===== src/rtl/gpio_irq_pkg.sv =====
package gpio_irq_pkg;

  typedef enum logic [3:0] {
    SEL_NONE,
    SEL_OUT,
    SEL_DIR,
    SEL_BLINK,
    SEL_POL,
    SEL_DIN,
    SEL_CAUSE,
    SEL_EMASK,
    SEL_LMASK
  } rdSel_e;

  typedef struct packed {
    logic   wrOut;
    logic   wrDir;
    logic   wrBlink;
    logic   wrPol;
    logic   wrCause;
    logic   wrEdgeMask;
    logic   wrLvlMask;
    rdSel_e rdSel;
  } regStrobe_t;

endpackage


===== src/rtl/gpio_irq_ctrl.sv =====
module gpio_irq_ctrl
  import gpio_irq_pkg::*;
#(
  parameter int ADDR_W = 8
) (
  input  logic              clk,
  input  logic              rstN,
  input  logic              busValid,
  input  logic              busWrite,
  input  logic [ADDR_W-1:0] busAddr,
  output regStrobe_t        strobe
);

  localparam int IDX_LO = 2;
  localparam int IDX_HI = 4;

  logic       mapped;
  logic [2:0] wordIdx;
  logic       doWrite;

  generate
    if (ADDR_W > IDX_HI + 1) begin : g_upper
      assign mapped = (busAddr[1:0] == 2'b00) && (busAddr[ADDR_W-1:IDX_HI+1] == '0);
    end else begin : g_noupper
      assign mapped = (busAddr[1:0] == 2'b00);
    end
  endgenerate

  assign wordIdx = busAddr[IDX_HI:IDX_LO];
  assign doWrite = busValid && busWrite && mapped;

  always_comb begin
    strobe = '0;
    strobe.rdSel = SEL_NONE;
    if (mapped) begin
      case (wordIdx)
        3'd0: begin strobe.rdSel = SEL_OUT;   strobe.wrOut      = doWrite; end
        3'd1: begin strobe.rdSel = SEL_DIR;   strobe.wrDir      = doWrite; end
        3'd2: begin strobe.rdSel = SEL_BLINK; strobe.wrBlink    = doWrite; end
        3'd3: begin strobe.rdSel = SEL_POL;   strobe.wrPol      = doWrite; end
        3'd4: begin strobe.rdSel = SEL_DIN;                                end
        3'd5: begin strobe.rdSel = SEL_CAUSE; strobe.wrCause    = doWrite; end
        3'd6: begin strobe.rdSel = SEL_EMASK; strobe.wrEdgeMask = doWrite; end
        default: begin strobe.rdSel = SEL_LMASK; strobe.wrLvlMask = doWrite; end
      endcase
    end
  end

  AST_ONE_WRITE_STROBE: assert property (@(posedge clk) disable iff (!rstN)
    $onehot0({strobe.wrOut, strobe.wrDir, strobe.wrBlink, strobe.wrPol,
              strobe.wrCause, strobe.wrEdgeMask, strobe.wrLvlMask}));

  AST_NO_WRITE_UNMAPPED: assert property (@(posedge clk) disable iff (!rstN)
    (busValid && busWrite && !mapped) |->
      !(strobe.wrOut || strobe.wrDir || strobe.wrBlink || strobe.wrPol ||
        strobe.wrCause || strobe.wrEdgeMask || strobe.wrLvlMask));

endmodule


===== src/rtl/gpio_irq_dpath.sv =====
module gpio_irq_dpath
  import gpio_irq_pkg::*;
#(
  parameter int PIN_COUNT   = 32,
  parameter int GROUP_SIZE  = 8,
  parameter int BLINK_DIV_W = 4
) (
  input  logic                              clk,
  input  logic                              rstN,
  input  regStrobe_t                        strobe,
  input  logic [PIN_COUNT-1:0]              busWdata,
  output logic [PIN_COUNT-1:0]              busRdata,
  input  logic [PIN_COUNT-1:0]              pinIn,
  output logic [PIN_COUNT-1:0]              pinOut,
  output logic [PIN_COUNT-1:0]              pinOutEn,
  output logic [PIN_COUNT/GROUP_SIZE-1:0]   irqOut
);

  localparam int GROUP_COUNT = PIN_COUNT / GROUP_SIZE;

  logic [PIN_COUNT-1:0] outReg, dirReg, blinkReg, polReg;
  logic [PIN_COUNT-1:0] causeReg, edgeMaskReg, lvlMaskReg;
  logic [PIN_COUNT-1:0] syncStage1, syncStage2, prevDataIn;
  logic [PIN_COUNT-1:0] dataIn, edgeEvent, pinTerm;
  logic [BLINK_DIV_W-1:0] blinkCnt;
  logic blinkWave;

  always_ff @(posedge clk or negedge rstN) begin
    if (!rstN) begin
      outReg      <= '0;
      dirReg      <= '1;
      blinkReg    <= '0;
      polReg      <= '0;
      edgeMaskReg <= '0;
      lvlMaskReg  <= '0;
    end else begin
      if (strobe.wrOut)      outReg      <= busWdata;
      if (strobe.wrDir)      dirReg      <= busWdata;
      if (strobe.wrBlink)    blinkReg    <= busWdata;
      if (strobe.wrPol)      polReg      <= busWdata;
      if (strobe.wrEdgeMask) edgeMaskReg <= busWdata;
      if (strobe.wrLvlMask)  lvlMaskReg  <= busWdata;
    end
  end

  always_ff @(posedge clk or negedge rstN) begin
    if (!rstN) begin
      syncStage1 <= '0;
      syncStage2 <= '0;
      prevDataIn <= '0;
    end else begin
      syncStage1 <= pinIn;
      syncStage2 <= syncStage1;
      prevDataIn <= dataIn;
    end
  end

  assign dataIn    = syncStage2 ^ polReg;
  assign edgeEvent = dataIn & ~prevDataIn;

  always_ff @(posedge clk or negedge rstN) begin
    if (!rstN) begin
      causeReg <= '0;
    end else if (strobe.wrCause) begin
      causeReg <= (causeReg & busWdata) | edgeEvent;
    end else begin
      causeReg <= causeReg | edgeEvent;
    end
  end

  always_ff @(posedge clk or negedge rstN) begin
    if (!rstN) blinkCnt <= '0;
    else       blinkCnt <= blinkCnt + 1'b1;
  end

  assign blinkWave = blinkCnt[BLINK_DIV_W-1];

  genvar p;
  generate
    for (p = 0; p < PIN_COUNT; p++) begin : g_pin
      assign pinOut[p]   = blinkReg[p] ? (outReg[p] & blinkWave) : outReg[p];
      assign pinOutEn[p] = ~dirReg[p];
      assign pinTerm[p]  = (dataIn[p] & lvlMaskReg[p]) | (causeReg[p] & edgeMaskReg[p]);
    end
  endgenerate

  genvar g;
  generate
    for (g = 0; g < GROUP_COUNT; g++) begin : g_group
      assign irqOut[g] = |pinTerm[g*GROUP_SIZE +: GROUP_SIZE];
    end
  endgenerate

  always_comb begin
    case (strobe.rdSel)
      SEL_OUT:   busRdata = outReg;
      SEL_DIR:   busRdata = dirReg;
      SEL_BLINK: busRdata = blinkReg;
      SEL_POL:   busRdata = polReg;
      SEL_DIN:   busRdata = dataIn;
      SEL_CAUSE: busRdata = causeReg;
      SEL_EMASK: busRdata = edgeMaskReg;
      SEL_LMASK: busRdata = lvlMaskReg;
      default:   busRdata = '0;
    endcase
  end

  AST_CAUSE_CLEARED_ONLY_BY_WRITE: assert property (@(posedge clk) disable iff (!rstN)
    (|($past(causeReg) & ~causeReg)) |-> $past(strobe.wrCause));

  AST_EDGE_LATCHED: assert property (@(posedge clk) disable iff (!rstN)
    ((causeReg & $past(edgeEvent)) == $past(edgeEvent)));

  AST_OE_FOLLOWS_DIR_WRITE: assert property (@(posedge clk) disable iff (!rstN)
    (pinOutEn != $past(pinOutEn)) |-> $past(strobe.wrDir));

  AST_IRQ_QUIET_WHEN_MASKED: assert property (@(posedge clk) disable iff (!rstN)
    ((edgeMaskReg == '0) && (lvlMaskReg == '0)) |-> (irqOut == '0));

endmodule


===== src/rtl/gpio_irq_bank.sv =====
module gpio_irq_bank
  import gpio_irq_pkg::*;
#(
  parameter int ADDR_W      = 8,
  parameter int PIN_COUNT   = 32,
  parameter int GROUP_SIZE  = 8,
  parameter int BLINK_DIV_W = 4
) (
  input  logic                            clk,
  input  logic                            rstN,
  input  logic                            busValid,
  input  logic                            busWrite,
  input  logic [ADDR_W-1:0]               busAddr,
  input  logic [PIN_COUNT-1:0]            busWdata,
  output logic [PIN_COUNT-1:0]            busRdata,
  input  logic [PIN_COUNT-1:0]            pinIn,
  output logic [PIN_COUNT-1:0]            pinOut,
  output logic [PIN_COUNT-1:0]            pinOutEn,
  output logic [PIN_COUNT/GROUP_SIZE-1:0] irqOut
);

  regStrobe_t strobe;

  gpio_irq_ctrl #(.ADDR_W(ADDR_W)) u_ctrl (
    .clk      (clk),
    .rstN     (rstN),
    .busValid (busValid),
    .busWrite (busWrite),
    .busAddr  (busAddr),
    .strobe   (strobe)
  );

  gpio_irq_dpath #(
    .PIN_COUNT   (PIN_COUNT),
    .GROUP_SIZE  (GROUP_SIZE),
    .BLINK_DIV_W (BLINK_DIV_W)
  ) u_dpath (
    .clk      (clk),
    .rstN     (rstN),
    .strobe   (strobe),
    .busWdata (busWdata),
    .busRdata (busRdata),
    .pinIn    (pinIn),
    .pinOut   (pinOut),
    .pinOutEn (pinOutEn),
    .irqOut   (irqOut)
  );

endmodule


===== config.mk =====
export PLATFORM = sky130hd
export DESIGN_NAME = gpio_irq_bank
export DESIGN_NICKNAME = d
export VERILOG_FILES = /design/src/rtl/gpio_irq_pkg.sv /design/src/rtl/gpio_irq_ctrl.sv /design/src/rtl/gpio_irq_dpath.sv /design/src/rtl/gpio_irq_bank.sv
export SDC_FILE = /design/constraint.sdc
export NUM_CORES = 1
export LEC_CHECK = 0
export BUFFER_PORTS_ARGS = -buffer_cell sky130_fd_sc_hd__buf_4
export CORE_MARGIN = 3
export CORE_UTILIZATION = 40
export CTS_CLUSTER_DIAMETER = 60
export DETAILED_ROUTE_END_ITERATION = 12
export SYNTH_ARGS = -nofsm -noshare
export SYNTH_HDL_FRONTEND = slang
export SYNTH_SLANG_ARGS = --single-unit
export TNS_END_PERCENT = 20

===== constraint.sdc =====
create_clock -name clk -period 2.3 [get_ports clk]
set_input_delay 0.115 -clock clk [delete_from_list [all_inputs] [get_ports clk]]
set_output_delay 0.115 -clock clk [all_outputs]
set_load 0.01 [all_outputs]

======== Word-level counts from Yosys, hierarchy flattened ========
Index checks and enable logic that the tools add are counted.
operators by class
  $add $sub $neg .......................... 1
  reduce and logical (&&, ||, !) cells .... 11
  bitwise gates (word level) .............. 166
  eq/ne operators ......................... 14
  muxes and demuxes ....................... 43
operators with widths
  kind                                                 count
  one-hot mux 32 bit (8 select lines)                  1
  AND 1 bit                                            96
  AND 32 bit                                           2
  OR 32 bit                                            2
  two-way mux 1 bit                                    39
  two-way mux 32 bit                                   1
  inverter 1 bit                                       32
  inverter 32 bit                                      1
  OR 1 bit                                             32
  OR reduction 8 bit                                   4
  bitwise XOR 32 bit                                   1
  one-hot mux 4 bit (7 select lines)                   1
  equality test 4 x 3 -> 1 bit, second input constant  4
  two-way mux 11 bit                                   1
  equality test 3 bit, second input constant           3
  equality test 4 x 2 -> 1 bit, second input constant  2
  OR reduction 7 bit                                   1
  equality test 3 x 2 -> 1 bit, second input constant  2
  logical NOT 3 bit                                    2
  adder 4 x 1 -> 4 bit, second input constant          1
  equality test 4 x 1 -> 1 bit, second input constant  1
  equality test 4 bit, second input constant           1
  equality test 3 x 1 -> 1 bit, second input constant  1
  logical AND 1 bit                                    3
  logical NOT 2 bit                                    1
word-level totals
  bits of input ports ..................... 76
  flip-flop bits (word level) ............. 324
  word-level logic and storage cells ...... 246
  output and inout bits ................... 100

======== Depth between registers and ports, before layout ========
  word-level depth ........................ 7
  gate-level depth with buffers ........... 10
  depth with buffers taken out ............ 7

======== By module ========
Synthesis repeated with hierarchy kept, for this count alone.
unflattened totals
  cell total of the unflattened synthesis .. 1,101
  area total of the unflattened synthesis .. 13,970.9 um^2
modules (own cells, without submodules)
  module          instances  area an instance (um^2)  seq. area each (um^2)  cells an instance
  gpio_irq_dpath  1          13,778.2                 8,147.8                1,079
  gpio_irq_ctrl   1          192.7                    0.0                    22

======== Worst setup path before layout ========
No wires, ideal clock.
  path type ............................... input to output
  start point ............................. in busAddr[2]
  end point ............................... out busRdata[12]
  data required time ...................... 2.185 ns
  cell stages on the path ................. 10
  arrival ................................. 1.994 ns
  setup slack ............................. 0.191 ns
  cell sequence ........................... inv_1 ha_1 clkbuf_1 nor4bb_1 clkbuf_1 and2_1 clkbuf_1 a222oi_1 a21boi_0 o22ai_1
between the ends
  cells in the longest elaborated chain, start to end .. 5
ends and longest elaborated chain
  item                                         line                  RTL
  start: declaration                           gpio_irq_bank.sv:13   input logic [ADDR_W-1:0] busAddr,
  equality test 3 bit (tied with other cells)  gpio_irq_ctrl.sv:36   case (wordIdx)
  one-hot mux 4 bit (7 select lines) *         gpio_irq_ctrl.sv:36
  two-way mux 11 bit *                         gpio_irq_ctrl.sv:35   if (mapped) begin
  equality test 4 bit (tied with other cells)  gpio_irq_dpath.sv:95  case (strobe.rdSel)
  one-hot mux 32 bit (8 select lines) *        gpio_irq_dpath.sv:95
  end: declaration                             gpio_irq_bank.sv:15   output logic [PIN_COUNT-1:0] busRdata,
Every way passes the cells marked *; elsewhere a longest branch is shown, timed or not.

======== Worst setup path after layout ========
  start point ............................. in busAddr[2]
  end point ............................... out busRdata[19]
Same word-level chain as after synthesis.

==> impl_summary.md <==
Status
The run finished with clean final reports.

Floorplanning
The floorplan has 68 rows. The die width is 194 µm. Measured along the y axis, the die boundary spans 194 µm. The floorplan core area is 0.0346 mm². Once the floorplan was initialized, standard cells occupied 40.7% of the core. The floorplan step defined a die boundary enclosing 0.0375 mm². The I/O pin total is 176.

Placed design
The placed wire-length estimate after detailed placement is 30.0 mm. After detailed placement, the total cell area comes to 0.0166 mm². At the end of routability-driven placement, the weighted congestion stood at 0.854.

Including well taps, the total number of placed cells is 1779. The port buffer count is 175.

Drt
The total wirelength of the detailed-routed design is 44.1 mm. The pre-antenna-repair detailed-routing pass consisted of 5 iterations. The post-detailed-route count of antenna-violating nets is 0. The mean number of vias per cell is 5.58. After detailed routing, the average wire length per cell comes to 22.9 µm. After the first detailed-routing iteration, the DRC count stood at 922.

The remaining design rule violation count is 0. The vias after detailed routing is 10700.

Global routing
In the global route stage, overall resource usage came out at 23.2%. The initial antenna violation count is 0. The number of global-route vias before repair is 11000. The total overflow left after global routing is 0. Entering global routing, the biggest net connects 74 pins.

The first global-routing pass estimated 68.0 mm of wire.

Critical path
The startpoint of the most critical register-to-register path is u_dpath.syncStage2[0]. Across all register-to-register paths, the minimum setup slack is 1200 ps. The critical register-to-register path endpoint is u_dpath.causeReg[0]. The startpoint kind of the worst setup timing path is a primary input. The endpoint type of the worst setup path is a primary output. The data required time at the worst endpoint is 2180 ps. The launching element of the worst setup path is busAddr[2]. The critical path class is primary input to primary output. The number of cell instances on the worst register-to-register path is 3. The data arrival time at the worst-slack endpoint is 2150 ps. The capture point of the critical path is busRdata[19]. In this run the worst path has a maximum fanout of 6.

Synth
The synthesized netlist devotes 4.83% of its cell area to simple gates. The mux contribution to synthesized area is 16.7%. The predominant post-synthesis flop cell is sky130_fd_sc_hd__dfrtp_1. The commonest cells after synthesis are 292 x sky130_fd_sc_hd__dfrtp_1, 186 x sky130_fd_sc_hd__mux2_2, 87 x sky130_fd_sc_hd__o21ai_0. After synthesis, the cell types taking the most area are sky130_fd_sc_hd__dfrtp_1 52%, sky130_fd_sc_hd__mux2_2 15%, sky130_fd_sc_hd__dfstp_2 6.0%, sky130_fd_sc_hd__o21ai_0 3.1%, sky130_fd_sc_hd__a21boi_0 2.4%. The cell count after synthesis is 1135. The post-synthesis cell area is 0.0141 mm². The share of synthesized cell area in full adder, half adder and majority cells is 0.444%.

In this run the biggest area consumer among cell types represents 51.9% of the synthesized area. The post-synthesis xor/xnor area fraction is 2.18%. After synthesis, the largest family of logic cells by area is multiplexers.

The synthesized area per cell is 12.4 µm². The area fraction in compound gates after synthesis is 14.1%. The number of synthesized flops with an enable pin is 0.

Synthesis instantiated 47 different standard cells from the library. The count of yosys warnings during synthesis is 0. The top cell type by total area after synthesis is sky130_fd_sc_hd__dfrtp_1.

The flip-flop and latch count after synthesis is 324. The sequential-to-total area share from yosys stat is 57.8%. Counting flops with an async set or reset pin after synthesis yields a share of 100%. The synthesized netlist net count is 1216. The most frequently used cell type in the post-synthesis netlist is sky130_fd_sc_hd__dfrtp_1.

Finish
The layout cell share with drive strength beyond 1 is 39.1%. The area added between synthesis and finish is 32.5%. The final cell count without fillers is 1920. Once layout is done, the placed cells without fillers occupy 0.0187 mm². The number of nets in the layout is 1518. The repair_antennas step left the layout with diodes totalling 0.

Power and ir drop
The power per standard cell area is 719 mW/mm². Sequential cells burn 45.2% of the power. The share of total power dissipated in combinational logic is 10.1%. The part of the power in the clock network is 44.7%.

The total leakage power is 8.52 nW. For this design the total switching power over the nets is 3.20 mW. The maximum VDD drop is 0.617 mV. The switching power as a share of total power is 23.9%. Cell internal power was estimated by the tool at 10.2 mW.

Worst hold path
The classification of the worst-slack hold path is primary input to asynchronous set/reset pin.

Timing
The fmax is 442 MHz. The final clock period utilization by the worst path is 98.4%. The transition time at the pin with the least slew margin is 660 ps. The final-layout setup total negative slack is 0 ps. The final critical-path required period is 2260 ps. Setup repair after global routing could not meet its margin everywhere. Hold is met by 182 ps. The final hold violation count is 0. The worst relative slew slack is 55.9%. Setup violations remaining at the end of the flow were counted as 0. The number of pins with negative max-slew slack in the final report came to 0.

Clock skew on the completed layout was measured at 12.7 ps.

CTS
The number of H-tree levels is 2. The deepest clock path buffer count is 3. The count of clock tree sinks is 324.

The clock latency on the worst-skew pair is 520 ps. The register clock-pin slew on the reported worst setup and hold paths is 60 ps. TritonCTS built the clock tree. The tree is rooted in a sky130_fd_sc_hd__clkbuf_16. The TritonCTS buffer count is 39.

Job
Across the run, the number of max-cap violations was 0.
==> per-layer routing <==
| layer | vias to the layer above | routed length, µm | GRT usage (%) |
|---|---|---|---|
| met5 | - | 0 | 0 |
| met4 | 0 | 1140 | 6.62 |
| met3 | 74 | 2910 | 3.93 |
| met2 | 419 | 20700 | 37.1 |
| met1 | 5475 | 19300 | 33.0 |
| li1 | 4741 | - | - |
==> layout make-up <==
class,instances,area [µm²]
Clock buffer,64,1200
Tap cell,455,569
Sequential cell,324,8150
Fill cell,2992,16000
Inverter,68,255
Timing Repair Buffer,327,2880
Clock inverter,5,63.8
Multi-Input combinational cell,677,5550
==> critical path, cell delays in order <==
cell and delay (ps):
sky130_fd_sc_hd__buf_4 120, sky130_fd_sc_hd__inv_1 60, sky130_fd_sc_hd__ha_2 370, sky130_fd_sc_hd__or3b_2 490
sky130_fd_sc_hd__nor2_1 160, sky130_fd_sc_hd__buf_4 180, sky130_fd_sc_hd__a222oi_1 90, sky130_fd_sc_hd__a21boi_0 170
sky130_fd_sc_hd__o22ai_1 210, sky130_fd_sc_hd__buf_4 180
==> cells in the final DEF (no fill, tap or decap), drive strengths merged, types with 38 or more instances in the layout <==
master       netlist  layout
a21oi             38      38
nand2             56      56
dfrtp            292     292
dlygate4sd3        0      65
clkbuf            42      64
buf               24     262
mux2             192     192
o21ai             87      87
inv               68      71
a21boi            45      45
==> how the worst min path moves through the flow <==
| stage | to | slack, ps | cells after the start |
|---|---|---|---|
| CTS | u_dpath.polReg[8] | 190 | 2 |
| global placement | u_dpath.syncStage1[9] | 150 | 1 |
| floorplan | u_dpath.blinkCnt[0] | -180 | 0 |
| finish | u_dpath.polReg[8] | 180 | 2 |
| detailed placement | u_dpath.syncStage1[15] | 150 | 1 |
| global route | u_dpath.syncStage1[16] | 230 | 2 |
==> what timing repair did <==
item                                    in CTS  in global routing
endpoints found under the setup margin       8                 22
pin swaps                                    0                 20
hold buffers                                65                  0
hold endpoints to repair                   318                  0
resized for setup                            8                 19
setup buffers                                0                  8
==> sequential cells by signal (all words and copies together), names as in the netlist <==
signal and cells:
u_dpath.blinkReg 32, u_dpath.causeReg 32, u_dpath.dirReg 32, u_dpath.edgeMaskReg 32, u_dpath.lvlMaskReg 32, u_dpath.outReg 32, u_dpath.polReg 32, u_dpath.prevDataIn 32
u_dpath.syncStage1 32, u_dpath.syncStage2 32, u_dpath.blinkCnt 4
==> cells by family (layout without fill, tap and decap cells) <==
logic type / Yosys count / count (layout)
DFF: 324 / 324
AOI/OAI and AO/OA: 292 / 292
muxes: 211 / 211
and+or+nand+nor: 134 / 134
buffers and inverters: 134 / 464
xor gates and xnor gates: 35 / 35
adders and majority gates: 5 / 5
==> power by group through the flow <==
| stage | Sequential (mW) | Combinational, mW | Clock, mW |
|---|---|---|---|
| after floorplan | 6.11 | 0.536 | 0 |
| after global placement | 6.15 | 1.22 | 0 |
| after detailed placement | 6.16 | 1.24 | 0 |
| after CTS | 6.06 | 1.34 | 6.11 |
| after global routing | 6.09 | 1.47 | 6.33 |
| final | 6.07 | 1.36 | 5.99 |
==> per-stage QoR <==
step	total power [mW]	setup WS, ps	utilization, %
after detailed placement	7.39	-59.9	47.8
final	13.4	37.5	53.9
after floorplan	6.64	191	-
after CTS	13.5	-27.5	53.5
after global placement	7.38	-35.7	47.8
after global routing	13.9	-94.7	53.9
Power figures use the tool's default switching activity.
